[src/rtl/dca_pkg.sv]
package dca_pkg;

  localparam int COMP_W = 8;

  typedef logic [COMP_W-1:0] comp_t;

  // magnitude of the difference of two components, no multiplier involved
  function automatic comp_t comp_absdiff(input comp_t a, input comp_t b);
    return (a > b) ? comp_t'(a - b) : comp_t'(b - a);
  endfunction

endpackage

[src/rtl/dca_sched.sv]
module dca_sched #(
  parameter int NUM_CELLS = 4,
  parameter int VEC_LEN   = 8,
  localparam int PTR_W = (NUM_CELLS > 1) ? $clog2(NUM_CELLS) : 1,
  localparam int AW    = (VEC_LEN > 1) ? $clog2(VEC_LEN) : 1
) (
  input  logic                 clk,
  input  logic                 rst,
  input  logic                 lrn_wr,
  input  logic                 lrn_cat_wr,
  input  logic                 rec_wr,
  input  logic                 rec_last,
  input  dca_pkg::comp_t       din,
  output logic [AW-1:0]        comp_ptr,
  output logic [NUM_CELLS-1:0] wr_sel,
  output logic [NUM_CELLS-1:0] cat_sel,
  output logic                 s1_valid,
  output logic                 s1_last,
  output logic                 s1_first,
  output dca_pkg::comp_t       s1_din,
  output logic                 res_strobe,
  output logic                 full
);

  logic [PTR_W-1:0] cell_ptr;
  logic             lrn_ok;
  logic             cat_ok;
  logic             ptr_at_end;

  assign lrn_ok     = lrn_wr && !full;
  assign cat_ok     = lrn_cat_wr && !full;
  assign ptr_at_end = (comp_ptr == AW'(VEC_LEN - 1));

  // one-hot steering of training strobes into the selected cell
  always_comb begin
    for (int i = 0; i < NUM_CELLS; i++) begin
      wr_sel[i]  = lrn_ok && (cell_ptr == PTR_W'(i));
      cat_sel[i] = cat_ok && (cell_ptr == PTR_W'(i));
    end
  end

  // component index: shared by training and recognition
  always_ff @(posedge clk) begin
    if (rst) begin
      comp_ptr <= '0;
    end else if (cat_ok) begin
      comp_ptr <= '0;
    end else if (rec_wr && rec_last) begin
      comp_ptr <= '0;
    end else if (lrn_ok || rec_wr) begin
      comp_ptr <= ptr_at_end ? '0 : comp_ptr + AW'(1);
    end
  end

  // cell selection and fill state
  always_ff @(posedge clk) begin
    if (rst) begin
      cell_ptr <= '0;
      full     <= 1'b0;
    end else if (cat_ok) begin
      if (cell_ptr == PTR_W'(NUM_CELLS - 1)) begin
        full <= 1'b1;
      end else begin
        cell_ptr <= cell_ptr + PTR_W'(1);
      end
    end
  end

  // stage 1 of recognition: aligns the test byte with the registered memory read
  always_ff @(posedge clk) begin
    if (rst) begin
      s1_valid   <= 1'b0;
      s1_last    <= 1'b0;
      s1_first   <= 1'b0;
      s1_din     <= '0;
      res_strobe <= 1'b0;
    end else begin
      s1_valid   <= rec_wr;
      s1_last    <= rec_wr && rec_last;
      s1_first   <= rec_wr && (comp_ptr == '0);
      s1_din     <= din;
      res_strobe <= s1_valid && s1_last;
    end
  end


  full_hold_chk: assert property (@(posedge clk) disable iff (rst)
    full |=> (full && $stable(cell_ptr)));


  ptr_step_chk: assert property (@(posedge clk) disable iff (rst)
    (cat_ok && cell_ptr != PTR_W'(NUM_CELLS - 1)) |=>
      (cell_ptr == PTR_W'($past(cell_ptr) + PTR_W'(1))));


  restart_chk: assert property (@(posedge clk) disable iff (rst)
    (rec_wr && rec_last) |=> (comp_ptr == '0));


  strobe_lat_chk: assert property (@(posedge clk) disable iff (rst)
    res_strobe |-> $past(rec_wr && rec_last, 2));

endmodule

[src/rtl/dca_cell.sv]
module dca_cell #(
  parameter int VEC_LEN = 8,
  parameter int CAT_W   = 8,
  localparam int AW     = (VEC_LEN > 1) ? $clog2(VEC_LEN) : 1,
  localparam int DIST_W = dca_pkg::COMP_W + $clog2(VEC_LEN)
) (
  input  logic              clk,
  input  logic              rst,
  input  logic              wr_en,
  input  logic              cat_en,
  input  logic              rd_en,
  input  logic [AW-1:0]     addr,
  input  dca_pkg::comp_t    din,
  input  logic [CAT_W-1:0]  cat_in,
  input  logic [DIST_W-1:0] thr_in,
  input  logic              s1_valid,
  input  logic              s1_last,
  input  logic              s1_first,
  input  dca_pkg::comp_t    s1_din,
  output logic [DIST_W-1:0] out_dist,
  output logic [CAT_W-1:0]  out_cat,
  output logic              out_valid,
  output logic              out_hit
);
  import dca_pkg::*;

  comp_t             vmem [VEC_LEN];
  comp_t             rd_q;
  logic [CAT_W-1:0]  cat_q;
  logic [DIST_W-1:0] thr_q;
  logic              trained;
  logic [DIST_W-1:0] acc;
  comp_t             diff;
  logic [DIST_W:0]   sum_wide;
  logic [DIST_W-1:0] sum;

  // vector store: single write port, registered read, no reset
  always_ff @(posedge clk) begin
    if (wr_en) begin
      vmem[addr] <= din;
    end
    if (rd_en) begin
      rd_q <= vmem[addr];
    end
  end

  always_ff @(posedge clk) begin
    if (rst) begin
      trained <= 1'b0;
      cat_q   <= '0;
      thr_q   <= '0;
    end else if (cat_en) begin
      trained <= 1'b1;
      cat_q   <= cat_in;
      thr_q   <= thr_in;
    end
  end

  assign diff     = comp_absdiff(s1_din, rd_q);
  assign sum_wide = s1_first ? {{(DIST_W + 1 - COMP_W){1'b0}}, diff}
                             : {1'b0, acc} + {{(DIST_W + 1 - COMP_W){1'b0}}, diff};
  assign sum      = sum_wide[DIST_W-1:0];

  always_ff @(posedge clk) begin
    if (rst) begin
      acc <= '0;
    end else if (s1_valid && trained) begin
      acc <= sum;
    end
  end

  always_ff @(posedge clk) begin
    if (rst) begin
      out_dist  <= '0;
      out_cat   <= '0;
      out_valid <= 1'b0;
      out_hit   <= 1'b0;
    end else if (s1_valid && s1_last) begin
      out_dist  <= trained ? sum : '0;
      out_cat   <= trained ? cat_q : '0;
      out_valid <= trained;
      out_hit   <= trained && (sum <= thr_q);
    end
  end


  no_overflow_chk: assert property (@(posedge clk) disable iff (rst)
    (s1_valid && trained) |-> !sum_wide[DIST_W]);


  untrained_quiet_chk: assert property (@(posedge clk) disable iff (rst)
    !trained |-> (!out_valid && !out_hit && out_dist == '0));


  hit_valid_chk: assert property (@(posedge clk) disable iff (rst)
    out_hit |-> out_valid);

endmodule

[src/rtl/dist_cell_array.sv]
module dist_cell_array #(
  parameter int NUM_CELLS = 4,
  parameter int VEC_LEN   = 8,
  parameter int CAT_W     = 8,
  localparam int DIST_W   = dca_pkg::COMP_W + $clog2(VEC_LEN)
) (
  input  logic                        clk,
  input  logic                        rst,
  input  logic                        lrn_wr,
  input  logic                        lrn_cat_wr,
  input  logic                        rec_wr,
  input  logic                        rec_last,
  input  logic [7:0]                  din,
  input  logic [CAT_W-1:0]            cat_in,
  input  logic [DIST_W-1:0]           thr_default,
  output logic [NUM_CELLS*DIST_W-1:0] cell_dist,
  output logic [NUM_CELLS*CAT_W-1:0]  cell_cat,
  output logic [NUM_CELLS-1:0]        cell_valid,
  output logic [NUM_CELLS-1:0]        cell_hit,
  output logic                        res_strobe,
  output logic                        full
);
  localparam int AW = (VEC_LEN > 1) ? $clog2(VEC_LEN) : 1;

  logic [AW-1:0]        comp_ptr;
  logic [NUM_CELLS-1:0] wr_sel;
  logic [NUM_CELLS-1:0] cat_sel;
  logic                 s1_valid;
  logic                 s1_last;
  logic                 s1_first;
  dca_pkg::comp_t       s1_din;

  dca_sched #(
    .NUM_CELLS (NUM_CELLS),
    .VEC_LEN   (VEC_LEN)
  ) u_sched (
    .clk        (clk),
    .rst        (rst),
    .lrn_wr     (lrn_wr),
    .lrn_cat_wr (lrn_cat_wr),
    .rec_wr     (rec_wr),
    .rec_last   (rec_last),
    .din        (din),
    .comp_ptr   (comp_ptr),
    .wr_sel     (wr_sel),
    .cat_sel    (cat_sel),
    .s1_valid   (s1_valid),
    .s1_last    (s1_last),
    .s1_first   (s1_first),
    .s1_din     (s1_din),
    .res_strobe (res_strobe),
    .full       (full)
  );

  for (genvar g = 0; g < NUM_CELLS; g++) begin : g_cell
    dca_cell #(
      .VEC_LEN (VEC_LEN),
      .CAT_W   (CAT_W)
    ) u_cell (
      .clk       (clk),
      .rst       (rst),
      .wr_en     (wr_sel[g]),
      .cat_en    (cat_sel[g]),
      .rd_en     (rec_wr),
      .addr      (comp_ptr),
      .din       (din),
      .cat_in    (cat_in),
      .thr_in    (thr_default),
      .s1_valid  (s1_valid),
      .s1_last   (s1_last),
      .s1_first  (s1_first),
      .s1_din    (s1_din),
      .out_dist  (cell_dist[g*DIST_W +: DIST_W]),
      .out_cat   (cell_cat[g*CAT_W +: CAT_W]),
      .out_valid (cell_valid[g]),
      .out_hit   (cell_hit[g])
    );
  end


  full_rst_chk: assert property (@(posedge clk)
    $past(rst) |-> (!full && !res_strobe && cell_valid == '0));

endmodule

[config.mk]
export PLATFORM = sky130hd
export DESIGN_NAME = dist_cell_array
export DESIGN_NICKNAME = d
export VERILOG_FILES = /design/src/rtl/dca_pkg.sv /design/src/rtl/dca_sched.sv /design/src/rtl/dca_cell.sv /design/src/rtl/dist_cell_array.sv
export SDC_FILE = /design/constraint.sdc
export NUM_CORES = 1
export LEC_CHECK = 0
export ABC_AREA = 1
export CAP_MARGIN = 20
export CELL_PAD_IN_SITES_DETAIL_PLACEMENT = 1
export CELL_PAD_IN_SITES_GLOBAL_PLACEMENT = 2
export CORE_MARGIN = 2
export CORE_UTILIZATION = 38
export CTS_CLUSTER_DIAMETER = 80
export DETAILED_ROUTE_END_ITERATION = 10
export PLACE_DENSITY = 0.79
export SETUP_SLACK_MARGIN = 0.1
export SLEW_MARGIN = 20
export SYNTH_ARGS = -nofsm -noshare
export SYNTH_HDL_FRONTEND = slang
export SYNTH_SLANG_ARGS = --single-unit
[constraint.sdc]
create_clock -name clk -period 5 [get_ports clk]
set_clock_uncertainty 0.05 [all_clocks]
set_input_delay 1 -clock clk [delete_from_list [all_inputs] [get_ports clk]]
set_output_delay 1 -clock clk [all_outputs]
set_load 0.02 [all_outputs]
==> out/results.tsv <==
metric	value	unit
Top-Level Pins	119	
CTS tree	yes	
vias in the first global route	20700	
# fillers	7591	
PortBufs	118	
setup violators final	0	
final WL	79400	µm
first-pass GRT wire length	121000	µm
Post-synth top flop	edfxtp_1	
row cnt	94	
CP Max Fanout	11	
vias per inst	5.17	
Synthesis Warnings	0	
Nets	3118	
average wire per standard cell	20.7	µm
Final min period	4.43	ns
Slew HR	27.2	%
post-DP HPWL	57000	µm
Final period util	88.7	%
via total after detailed routing	19800	
post-route ant nets	0	
H-tree depth	2	
Die Ht	261	µm
Post-synth ARST share	0	%
EDFF count, synth	288	
pwr dens	383	nW/µm²
CP delay by family, top	simple AND/OR/NAND/NOR gates	
Syn Std Cell Area	25200	µm²
cell count after synthesis	2836	
Setup Buffers After CTS	0	
power consumption	0.0112	W
max cap viols	0	
startpoint types	flop	
crit path kind	reg2reg	
core area	65600	µm²
Critical Path Slowest Stage Cell	fa_1	
layout cell share with drive strength beyond 1	6.76	%
Synthesized Nets	3028	
effective utilization at floorplan	38.3	%
CP required	5.43	ns
Hold Crit Class	reg2reg	
gpl congestion	0.832	
die width	261	µm
Bufs on Longest Clock Path	3	
Mean Syn Cell Area	8.87	µm²
FF+latch area	13200	µm²
gr usage total	23.2	%
max-slew violation count	0	
diode count	0	
setup tns final	0	ns
FMAX	0.226	GHz
Distinct cells, synth	42	
Final Hold Fails	0	
clk slew on worst S/H paths	0.06	ns
post-route cell area	29200	µm²
Worst IR Drop VDD	0.418	mV
Critical Path AT	4.86	ns
clk_lat worst skew	0.67	ns
DRC errors left	0	
Worst-Margin Slew	1.09	ns
leak pwr	12.1	nW
Yosys reg bits	513	
cell mode on critical path	nand2_1	
status	completed	
crit path capture type	flop	
largest net degree at the start of global routing	91	
CTS Sinks	513	
DR pass1 iterations	5	
register area share after synthesis	52.3	%
clock buffer count from CTS	57	
Layout Area Growth over Synthesis	15.8	%
gr ovfl total	0	
initial antenna violation count	0	
root buffer cell	clkbuf_16	
die area	68300	µm²
Slowest Stage Delay on Critical Path	0.44	ns
WP buf/inv	6	
unrepaired setup endpoints after global routing	no	
Starting DRT DRC Count	942	
placed cell area	27100	µm²
area of the multi-input gates	10100	µm²
-- synthesized netlist by cell type (14+ instances only) --
master,instances,share of area (%)
nand3_1,182,3.6
o21ai_0,94,1.9
buf_2,22,0.44
nand2_2,21,0.52
ha_1,147,7.3
clkbuf_1,67,1.0
nand2_1,741,11
nand4_1,54,1.3
a221oi_1,20,0.70
dfxtp_1,225,18
nor2_1,130,1.9
a22oi_1,47,1.4
inv_1,365,5.4
or2_2,14,0.35
edfxtp_1,288,34
xor2_1,35,1.2
a22o_1,18,0.63
a21oi_1,264,5.3
-- registers in the layout, summed over array words and instances (netlist names), 4 cells and up --
signal and count:
g_cell.u_cell.thr_q 44, g_cell.u_cell.out_dist 44, g_cell.u_cell.vmem 256, g_cell.u_cell.out_hit 4, g_cell.u_cell.cat_q 32, u_sched.s1_din 8, g_cell.u_cell.rd_q 32, g_cell.u_cell.acc 44
g_cell.u_cell.out_cat 32, g_cell.u_cell.out_valid 4
-- layout by cell type, fill, tap and decap left out, types with 54 or more instances in the layout --
master	instances
nand2_1	736
nor2_1	126
edfxtp_1	288
clkdlybuf4s50_1	110
o21ai_0	90
ha_1	147
inv_1	365
nand3_1	182
a21oi_1	263
dfxtp_1	224
nand4_1	54
clkbuf_16	57
-- area by class of cell --
cell class / instances / share of cell area, %
clock inverters: 39 / 1.94
repair buffers: 149 / 4.73
clock buffers: 67 / 5.12
well taps: 864 / 3.71
inverters: 374 / 4.82
multi-input cells: 1831 / 34.5
flip-flops and latches: 513 / 45.1
-- layer usage --
layer,global-route usage (%),vias up,wire length [µm]
li1,-,9592,-
met1,29.9,9807,34900
met2,41.1,319,39600
met3,2.51,123,2700
met4,7.04,0,2170
met5,0,-,0
-- power by group --
group	leakage [nW]	switching, W	total, W	internal, W
Clock	0.997	0.00184	0.00457	0.00273
Sequential	4.45	0.0000628	0.00462	0.00456
Combinational	6.64	0.00134	0.00199	0.000646
-- worst register-to-register path: cells and delay by family (launching register included) --
family / cells / cell delay, ns
compound gates: 5 / 0.70
fa+ha+maj: 4 / 1.17
buf+inv: 6 / 0.59
flops: 1 / 0.35
simple gates: 15 / 1.36
-- per-stage QoR --
stage	hold WS (ns)	worst slack (ns)	instances	util, %
2_1_floorplan	0.383	1.15	2836	-
3_3_place_gp	0.397	0.551	3731	41.3
3_5_place_dp	0.403	0.413	3731	41.3
4_1_cts	0.413	0.362	3837	44.4
5_1_grt	0.432	0.109	3837	44.4
6_report	0.413	0.567	3837	44.4
-- final timing paths --
check,startpoint,to,slack [ns],cells after the start
max,u_sched.s1_din[0],g_cell[0].u_cell.out_hit,0.57,30
min,g_cell[2].u_cell.thr_q[1],g_cell[2].u_cell.thr_q[1],0.41,2
max reg2reg,u_sched.s1_din[0],g_cell[0].u_cell.out_hit,0.57,30
min reg2reg,g_cell[2].u_cell.thr_q[1],g_cell[2].u_cell.thr_q[1],0.41,2
-- kinds of logic (layout without fill, tap and decap cells) --
logic type,count (synthesis),after routing,synth area share (%)
AND/OR/NAND/NOR,1152,1152,19.2
flip-flops,513,513,52.3
buffers and inverters,492,629,7.89
AO/OA/AOI/OAI,477,477,10.9
adder cells (fa/ha/maj),159,159,8.26
XOR/XNOR,43,43,1.50
-- what timing repair did --
item                                    in CTS  in global routing
endpoints found under the setup margin       0                  3
gates resized for setup                      0                  8
hold buffers                                 0                  0
Power figures use the tool's default switching activity.
